## config.mk

```make
export PLATFORM = sky130hd
export DESIGN_NAME = cadence_gen
export DESIGN_NICKNAME = d
export VERILOG_FILES = /design/src/rtl/cadence_pkg.sv /design/src/rtl/cadence_fam48.sv /design/src/rtl/cadence_fam441.sv /design/src/rtl/cadence_gen.sv
export SDC_FILE = /design/constraint.sdc
export NUM_CORES = 1
export LEC_CHECK = 0
export BUFFER_PORTS_ARGS = -buffer_cell sky130_fd_sc_hd__buf_4
export CAP_MARGIN = 20
export CORE_UTILIZATION = 65
export DETAILED_ROUTE_END_ITERATION = 8
export HOLD_SLACK_MARGIN = 0.05
export PLACE_DENSITY = 0.85
export SLEW_MARGIN = 0
export SYNTH_ARGS = -nofsm -noshare
export SYNTH_HDL_FRONTEND = slang
export SYNTH_SLANG_ARGS = --single-unit
```

## constraint.sdc

```tcl
create_clock -name clk -period 10.2 [get_ports clk]
set_clock_uncertainty 0.2 [all_clocks]
set_input_delay 1.02 -clock clk [delete_from_list [all_inputs] [get_ports clk]]
set_output_delay 1.02 -clock clk [all_outputs]
set_load 0.01 [all_outputs]
```

## src/rtl/cadence_pkg.sv

```systemverilog
package cadence_pkg;

    localparam int BLK_W      = 3;
    localparam int RATE_W     = 4;
    localparam int NGROUPS    = 13;
    localparam int LONG_RUN   = 12;
    localparam int SHORT_RUN  = 11;
    localparam int GRP_W      = $clog2(NGROUPS);
    localparam int SLOT_W     = $clog2(LONG_RUN + 1);
    localparam int SUB_W      = 2;
    localparam int PH_W       = 3;

    typedef enum logic [RATE_W-1:0] {
        RATE_8K     = 4'd0,
        RATE_12K    = 4'd1,
        RATE_16K    = 4'd2,
        RATE_32K    = 4'd3,
        RATE_48K    = 4'd4,
        RATE_96K    = 4'd5,
        RATE_192K   = 4'd6,
        RATE_11K025 = 4'd7,
        RATE_22K05  = 4'd8,
        RATE_44K1   = 4'd9,
        RATE_88K2   = 4'd10,
        RATE_176K4  = 4'd11
    } rate_e;

    typedef struct packed {
        logic              fam441;  // 1: 44.1 kHz family
        logic [PH_W-1:0]   period;  // frames per cycle (48 kHz family)
        logic [BLK_W-1:0]  mult;    // blocks in a non-empty frame
        logic [SUB_W-1:0]  xlast;   // frame expansion minus one (44.1 family)
    } rate_cfg_t;

    function automatic rate_cfg_t decode_rate(input logic [RATE_W-1:0] code);
        rate_cfg_t c;
        c = '{fam441: 1'b0, period: 3'd1, mult: 3'd0, xlast: 2'd0};
        case (code)
            RATE_8K:     begin c.period = 3'd6; c.mult = 3'd1; end
            RATE_12K:    begin c.period = 3'd4; c.mult = 3'd1; end
            RATE_16K:    begin c.period = 3'd3; c.mult = 3'd1; end
            RATE_32K:    begin c.period = 3'd3; c.mult = 3'd2; end
            RATE_48K:    c.mult = 3'd1;
            RATE_96K:    c.mult = 3'd2;
            RATE_192K:   c.mult = 3'd4;
            RATE_11K025: begin c.fam441 = 1'b1; c.mult = 3'd1; c.xlast = 2'd3; end
            RATE_22K05:  begin c.fam441 = 1'b1; c.mult = 3'd1; c.xlast = 2'd1; end
            RATE_44K1:   begin c.fam441 = 1'b1; c.mult = 3'd1; end
            RATE_88K2:   begin c.fam441 = 1'b1; c.mult = 3'd2; end
            RATE_176K4:  begin c.fam441 = 1'b1; c.mult = 3'd4; end
            default:     ;
        endcase
        return c;
    endfunction

    // Long runs open every third group except the closing one.
    function automatic logic [SLOT_W-1:0] run_len(input logic [GRP_W-1:0] g);
        if (g != GRP_W'(NGROUPS - 1) && (g % 3) == 0)
            return SLOT_W'(LONG_RUN);
        return SLOT_W'(SHORT_RUN);
    endfunction

endpackage

```

## src/rtl/cadence_fam48.sv

```systemverilog
module cadence_fam48
    import cadence_pkg::*;
(
    input  logic             clk,
    input  logic             rst,
    input  logic             step,
    input  logic             clr,
    input  logic [PH_W-1:0]  period,
    input  logic [BLK_W-1:0] mult,
    output logic [BLK_W-1:0] blocks
);
    logic [PH_W-1:0] phase_q;
    logic [PH_W-1:0] pos;
    logic [PH_W-1:0] nxt;

    always_comb begin
        pos    = clr ? '0 : phase_q;
        blocks = (pos == '0) ? mult : '0;
        nxt    = (pos + PH_W'(1) >= period) ? '0 : pos + PH_W'(1);
    end

    always_ff @(posedge clk) begin
        if (rst)       phase_q <= '0;
        else if (step) phase_q <= nxt;
    end

    a_r2_phase_bound: assert property (@(posedge clk) disable iff (rst)
        !clr |-> phase_q < period);

endmodule

```

## src/rtl/cadence_fam441.sv

```systemverilog
module cadence_fam441
    import cadence_pkg::*;
(
    input  logic             clk,
    input  logic             rst,
    input  logic             step,
    input  logic             clr,
    input  logic [SUB_W-1:0] xlast,
    input  logic [BLK_W-1:0] mult,
    output logic [BLK_W-1:0] blocks
);
    logic [GRP_W-1:0]  grp_q,  grp_p,  grp_n;
    logic [SLOT_W-1:0] slot_q, slot_p, slot_n;
    logic [SUB_W-1:0]  sub_q,  sub_p,  sub_n;
    logic [SLOT_W-1:0] run;

    always_comb begin
        grp_p  = clr ? '0 : grp_q;
        slot_p = clr ? '0 : slot_q;
        sub_p  = clr ? '0 : sub_q;
        run    = run_len(grp_p);
        blocks = (sub_p == '0 && slot_p < run) ? mult : '0;
        grp_n  = grp_p;
        slot_n = slot_p;
        sub_n  = sub_p + SUB_W'(1);
        if (sub_p == xlast) begin
            sub_n  = '0;
            slot_n = slot_p + SLOT_W'(1);
            if (slot_p == run) begin
                slot_n = '0;
                grp_n  = (grp_p == GRP_W'(NGROUPS - 1)) ? '0 : grp_p + GRP_W'(1);
            end
        end
    end

    always_ff @(posedge clk) begin
        if (rst) begin
            grp_q  <= '0;
            slot_q <= '0;
            sub_q  <= '0;
        end else if (step) begin
            grp_q  <= grp_n;
            slot_q <= slot_n;
            sub_q  <= sub_n;
        end
    end

    a_r4_group_bound: assert property (@(posedge clk) disable iff (rst)
        grp_q < GRP_W'(NGROUPS));
    a_r4_slot_bound: assert property (@(posedge clk) disable iff (rst)
        slot_q <= run_len(grp_q));
    a_r6_sub_bound: assert property (@(posedge clk) disable iff (rst)
        !clr |-> sub_q <= xlast);

endmodule

```

## src/rtl/cadence_gen.sv

```systemverilog
module cadence_gen
    import cadence_pkg::*;
(
    input  logic              clk,
    input  logic              rst,
    input  logic              frame_tick,
    input  logic [RATE_W-1:0] rate_sel,
    output logic              frame_vld,
    output logic [BLK_W-1:0]  blk_cnt,
    output logic              restart
);
    rate_cfg_t         cfg;
    logic [RATE_W-1:0] cur_rate;
    logic              pend;
    logic              clr;
    logic [BLK_W-1:0]  b48;
    logic [BLK_W-1:0]  b441;
    logic [BLK_W-1:0]  sel_blocks;

    always_comb begin
        cfg        = decode_rate(rate_sel);
        clr        = pend || (rate_sel != cur_rate);
        sel_blocks = cfg.fam441 ? b441 : b48;
    end

    cadence_fam48 u_fam48 (
        .clk    (clk),
        .rst    (rst),
        .step   (frame_tick),
        .clr    (clr),
        .period (cfg.period),
        .mult   (cfg.mult),
        .blocks (b48)
    );

    cadence_fam441 u_fam441 (
        .clk    (clk),
        .rst    (rst),
        .step   (frame_tick),
        .clr    (clr),
        .xlast  (cfg.xlast),
        .mult   (cfg.mult),
        .blocks (b441)
    );

    always_ff @(posedge clk) begin
        if (rst) begin
            frame_vld <= 1'b0;
            blk_cnt   <= '0;
            restart   <= 1'b0;
            pend      <= 1'b1;
            cur_rate  <= rate_sel;
        end else begin
            frame_vld <= frame_tick;
            blk_cnt   <= frame_tick ? sel_blocks : '0;
            restart   <= frame_tick && clr;
            cur_rate  <= rate_sel;
            if (frame_tick)                 pend <= 1'b0;
            else if (rate_sel != cur_rate)  pend <= 1'b1;
        end
    end

    a_r1_strobe_follows: assert property (@(posedge clk) disable iff (rst)
        frame_tick |=> frame_vld);
    a_r1_quiet_between: assert property (@(posedge clk) disable iff (rst)
        !frame_tick |=> (!frame_vld && blk_cnt == '0 && !restart));
    a_r8_restart_on_change: assert property (@(posedge clk) disable iff (rst)
        (frame_tick && rate_sel != $past(rate_sel)) |=> restart);
    a_r10_unused_empty: assert property (@(posedge clk) disable iff (rst)
        (frame_tick && rate_sel >= 4'd12) |=> blk_cnt == '0);
    a_r11_legal_count: assert property (@(posedge clk) disable iff (rst)
        $onehot0(blk_cnt));

endmodule

```

Word level (Yosys, flattened, before mapping)
Index checks and enable logic that the tools add are counted. Widths: inputs -> output; s select.

Register bits: 23. Bits of input ports: 7. Output and inout bits: 5. Word-level logic and storage cells: 71.

Div/mod/pow operators: 1. Mux-type cells: 23. Order comparisons: 2. Reduce and logical (&&, ||, !) cells: 15. Eq/ne operators: 16. $add $sub $neg: 4. Bitwise logic cells: 1.

Operators with widths (number): $mux 4 (9); $logic_not 32->1 (1); $mod 4x2->32 const B (1); $eq 4x4->1 const B (5); $pmux 3 s3 (2); $eq 4x3->1 const B (4); $mux 3 (5); $add 4x1->4 const B (2); $eq 4x2->1 const B (2); $reduce_or 7->1 (1); $reduce_or 2->1 (3); $reduce_or 5->1 (1); $eq 4x1->1 const B (1); $eq 4x4->1 (1); $logic_not 4->1 (1); $lt 4x4->1 (1); $mux 1 (4); $mux 2 (2); $ne 4x4->1 (1); $ne 4x4->1 const B (1); $pmux 2 s2 (1); $add 3x1->3 const B (1); $ge 3x3->1 (1); $logic_and 1x1->1 (3); other kinds (8) (8).

Longest topological paths before layout
Word-level depth: 12. Mapped depth: 27. Mapped depth without buffers: 24.

Cells and area by module
From an unflattened synthesis, not the netlist that was laid out.

Cells, all modules: 234. Area total of the unflattened synthesis: 1968.1 µm².

Modules (own cells, without submodules): cadence_fam441 (instances 1, area an instance 1192.4 µm², cells each 147, sequential area each 200.2 µm²); cadence_gen (instances 1, area an instance 501.7 µm², cells each 56, sequential area each 200.2 µm²); cadence_fam48 (instances 1, area an instance 274.0 µm², cells each 31, sequential area each 60.1 µm²).

Worst setup path before layout
Ideal clock, no wire load.

Kind: input port to flip-flop. Start point: in rate_sel[0]. End point: reg u_fam441.grp_q[3]. Arrival: 5.699 ns. Path slack: 4.241 ns. Stages on the path: 24. Required time: 9.941 ns. Path buffers: 4. Library setup time: 0.059 ns. Path through: buf_6 -> xnor2_1 -> o211ai_1 -> nor2_1 -> clkbuf_1 -> clkbuf_1 -> nand2_1 -> inv_1 -> ha_1 -> clkbuf_1 -> inv_1 -> a211oi_1 -> ha_1 -> mux2i_1 -> o21ai_0 -> a311oi_1 -> o221ai_1 -> a211o_1 -> ha_1 -> nand4_1 -> a21oi_4 -> a41oi_1 -> a2111oi_1 -> a31o_1.

Word-level cells in the longest chain between the ends: 11. Elaborated cells between the ends (all ways): 21. Classes of those cells: add/sub: 1; div: 1; eq/ne: 7; mux: 9; reduce/logical: 3.

Ends and longest elaborated chain: start, declared (line cadence_gen.sv:7) `input logic [RATE_W-1:0] rate_sel,`; $ne 4x4->1 (line cadence_gen.sv:22) `clr = pend || (rate_sel != cur_rate);`; $logic_or 1x1->1 (line cadence_gen.sv:22); $mux 4 (line cadence_fam441.sv:18) `grp_p = clr ? '0 : grp_q;`; $mod 4x2->32 (line cadence_pkg.sv:58) `if (g != GRP_W'(NGROUPS - 1) && (g % 3) == 0)`; $logic_not 32->1 (line cadence_pkg.sv:58); $logic_and 1x1->1 (line cadence_pkg.sv:58); $mux 1 (line cadence_pkg.sv:58); $mux 4 (line cadence_pkg.sv:60) `return SLOT_W'(SHORT_RUN);`; $eq 4x4->1 (line cadence_fam441.sv:29) `if (slot_p == run) begin`; $mux 4 (line cadence_fam441.sv:29); $mux 4 (*) (line cadence_fam441.sv:26) `if (sub_p == xlast) begin`; end signal, assigned (line cadence_fam441.sv:42) `grp_q <= grp_n;`; end, declared (line cadence_fam441.sv:12) `logic [GRP_W-1:0] grp_q, grp_p, grp_n;`.

Mark *: on every way between the ends. The rest lies on a longest branch, timed or not. A chain may end at the register's enable or synchronous reset.

Final worst setup path
Start point: in rate_sel[2]. End point: reg u_fam441.grp_q[3].

Same word-level chain as after synthesis.

==> metrics <==
clock transition at the registers of the reported paths 0.13 ns; post-synth top area cell dfxtp_1; maximum clock frequency 170.8 MHz; Reg area 460.4 um2; top cells by count, synth nand2_1 (25), dfxtp_1 (23), nor2_1 (18); Worst-Skew Late Latency 0.32 ns; Routed Antenna Nets 0; sequential share of power 0.591; total CTS buffers 3; hpwl dp 2663 um; Initial DRT Pass Iterations 4; Core ar. 2758 um2; logic gate share of total power 0.132; via count 1613; Avg Cell Area, Syn 8.187 um2; post-place setup slack 4.020 ns; min Tclk post-route 5.856 ns; CTS tree done; final cell count without fillers 262; top-count cell post-synth nand2_1; CTS H-tree depth 1; Residual DRC 0; buffer depth of the longest clock path 2; Synth top area share 0.2445; initial antenna violation count 0; Syn. warnings 0; Tot GR Track Use 0.2536; RSZ-0062 raised after global routing false; NumNets Final 255; initial drt markers 97; number of setup violations in the final report 0; Max-Slew Margin vs Limit 0.6962; postcts setup bufs 0; Die Y 55.83 um; Cell variety after synth 54; Switch Pwr 0.04255 mW; Avg WL per Cell 13.82 um; final hold violations 0; IO Pins 12; worst vdd ir 72.83 uV; Post-Syn Area 1883 um2; max cap viols 0; syn nets 253; register area share after synthesis 0.2445; number of clock sinks 23; CP max FO 23; number of antenna diodes 0; utilization after layout 0.6842; status completed; CTS hold repair buffers 0; Power, Total 0.1579 mW; # resized after CTS 0; Placed Cells 258; DIE AREA 3116 um2; Period Utilization, post-route 0.5742; Via density 6.156; Final Wtd Congestion 0.8966; Fillers 259; Hold WS 0.3296 ns; crit path DAT 5.93 ns; global route total overflow 0; crit path capture type flip-flop; initial core utilization 0.6828; PnR worst setup slack 4.344 ns; EDFF count, synth 0; IO Port Bufs 11; CP required 10.27 ns; Die W 55.83 um; global-route wire length before repair 6410 um; switching share of power 0.2695; PwrDens 83.68 nW/um2; worst min path class flip-flop to flip-flop; Worst Setup Start Kind input pin; multi-input logic area 1214 um2; post-layout instance area 1887 um2; Top FF cell, synth dfxtp_1; setup TNS 0 ns; Cell Rows 19; leakage 0.8122 nW; Mapped Cells 230; Slew Limit Fails 0; Placed Instance Area 1859 um2; largest net degree at the start of global routing 24; layout cells sized above 1 0.1039; WL final 3621 um; Root Buffer clkbuf_4; synthesized flop and latch total 23; vias in the first global route 1462; kind of critical path input pin to flip-flop; dominant cells by area after synthesis dfxtp_1 (24%), ha_1 (11%), clkbuf_8 (5.1%); async set or reset register ratio after synthesis 0; clock share of power 0.277; Int Power 0.1153 mW; Area growth, synth to finish 0.1994%; Worst Tran Pin Value 0.4537 ns
==> cell families after synthesis <==
kind of cell,share of synthesized area
xor gates and xnor gates,0.02325
DFF,0.2445
adders and majority gates,0.1063
buffers and inverters,0.1110
and+or+nand+nor,0.2365
AOI/OAI and AO/OA,0.2671
muxes,0.01130
==> worst max-delay path: stages <==
cell and delay [ns]:
buf_4 0.16, xor2_1 0.14, a211o_1 0.34, nor2_1 0.18
buf_4 0.27, nand2_1 0.13, ha_1 0.25, nand2_1 0.11
nand2_1 0.08, o21ai_0 0.15, nor2_1 0.06, a211oi_1 0.22
ha_1 0.28, mux2i_1 0.13, o21ai_0 0.11, a311oi_1 0.26
o221ai_1 0.21, a211o_1 0.35, ha_1 0.30, nand4_1 0.20
a21oi_4 0.30, a41oi_1 0.15, a2111oi_1 0.39, a31o_1 0.14
==> registers in the layout, indices dropped and copies added (netlist names) <==
register / cells
blk_cnt: 3
cur_rate: 4
frame_vld: 1
pend: 1
restart: 1
u_fam441.grp_q: 4
u_fam441.slot_q: 4
u_fam441.sub_q: 2
u_fam48.phase_q: 3
==> power groups by stage <==
stage / Sequential [mW] / Combinational (mW) / Clock [mW]
after floorplan: 0.0956 / 0.0164 / 0
after global placement: 0.0953 / 0.0204 / 0
after detailed placement: 0.0953 / 0.0206 / 0
after CTS: 0.0933 / 0.0207 / 0.0450
after global routing: 0.0936 / 0.0234 / 0.0484
final: 0.0933 / 0.0209 / 0.0437
==> area by class of cell <==
| cell class | count | share of cell area |
|---|---|---|
| clock buffer | 3 | 0.01194 |
| clock inverter | 1 | 0.002653 |
| sequential | 23 | 0.2440 |
| timing repair buffer | 12 | 0.04775 |
| inverter | 15 | 0.02984 |
| tap | 31 | 0.02056 |
| multi-input combinational | 177 | 0.6432 |
==> routing by layer <==
layer	part of all wire	GRT usage
met5	0	0
met4	0.011	0.06969
met3	0.025	0.03023
met2	0.45	0.4165
met1	0.52	0.3533
==> path summary, 6_finish.rpt <==
check | cells after the start | from | end | slack (ns)
setup reg to reg | 23 | cur_rate[2] | u_fam441.grp_q[3] | 4.87
hold reg to reg | 2 | u_fam48.phase_q[0] | u_fam48.phase_q[0] | 0.33
setup / recovery | 24 | rate_sel[2] | u_fam441.grp_q[3] | 4.34
hold / removal | 2 | u_fam48.phase_q[0] | u_fam48.phase_q[0] | 0.33
==> layout by cell type (no fill, tap or decap), types with 2 or more instances in the layout <==
cell type,netlist,routed
xnor2_1,4,4
or3_1,2,2
a21oi_1,6,6
a211oi_1,5,5
nor2b_1,3,3
dfxtp_1,23,23
and3_1,3,3
buf_4,1,12
inv_1,15,15
o21ai_0,10,10
a2111o_1,2,2
nor3_1,3,3
nand4_1,5,5
o31ai_1,3,3
o21a_1,4,4
nand2_1,25,25
nand2b_1,5,5
nand3_1,8,8
o211ai_1,2,2
nor3b_1,2,2
and2_1,6,6
a32oi_1,3,3
nor2_1,18,18
a31oi_1,3,3
nand3b_1,2,2
a21o_1,7,7
a22oi_1,4,4
ha_1,16,16
o22ai_1,3,3
a211o_1,2,2
clkbuf_4,0,3
Power figures use the tool's default switching activity.
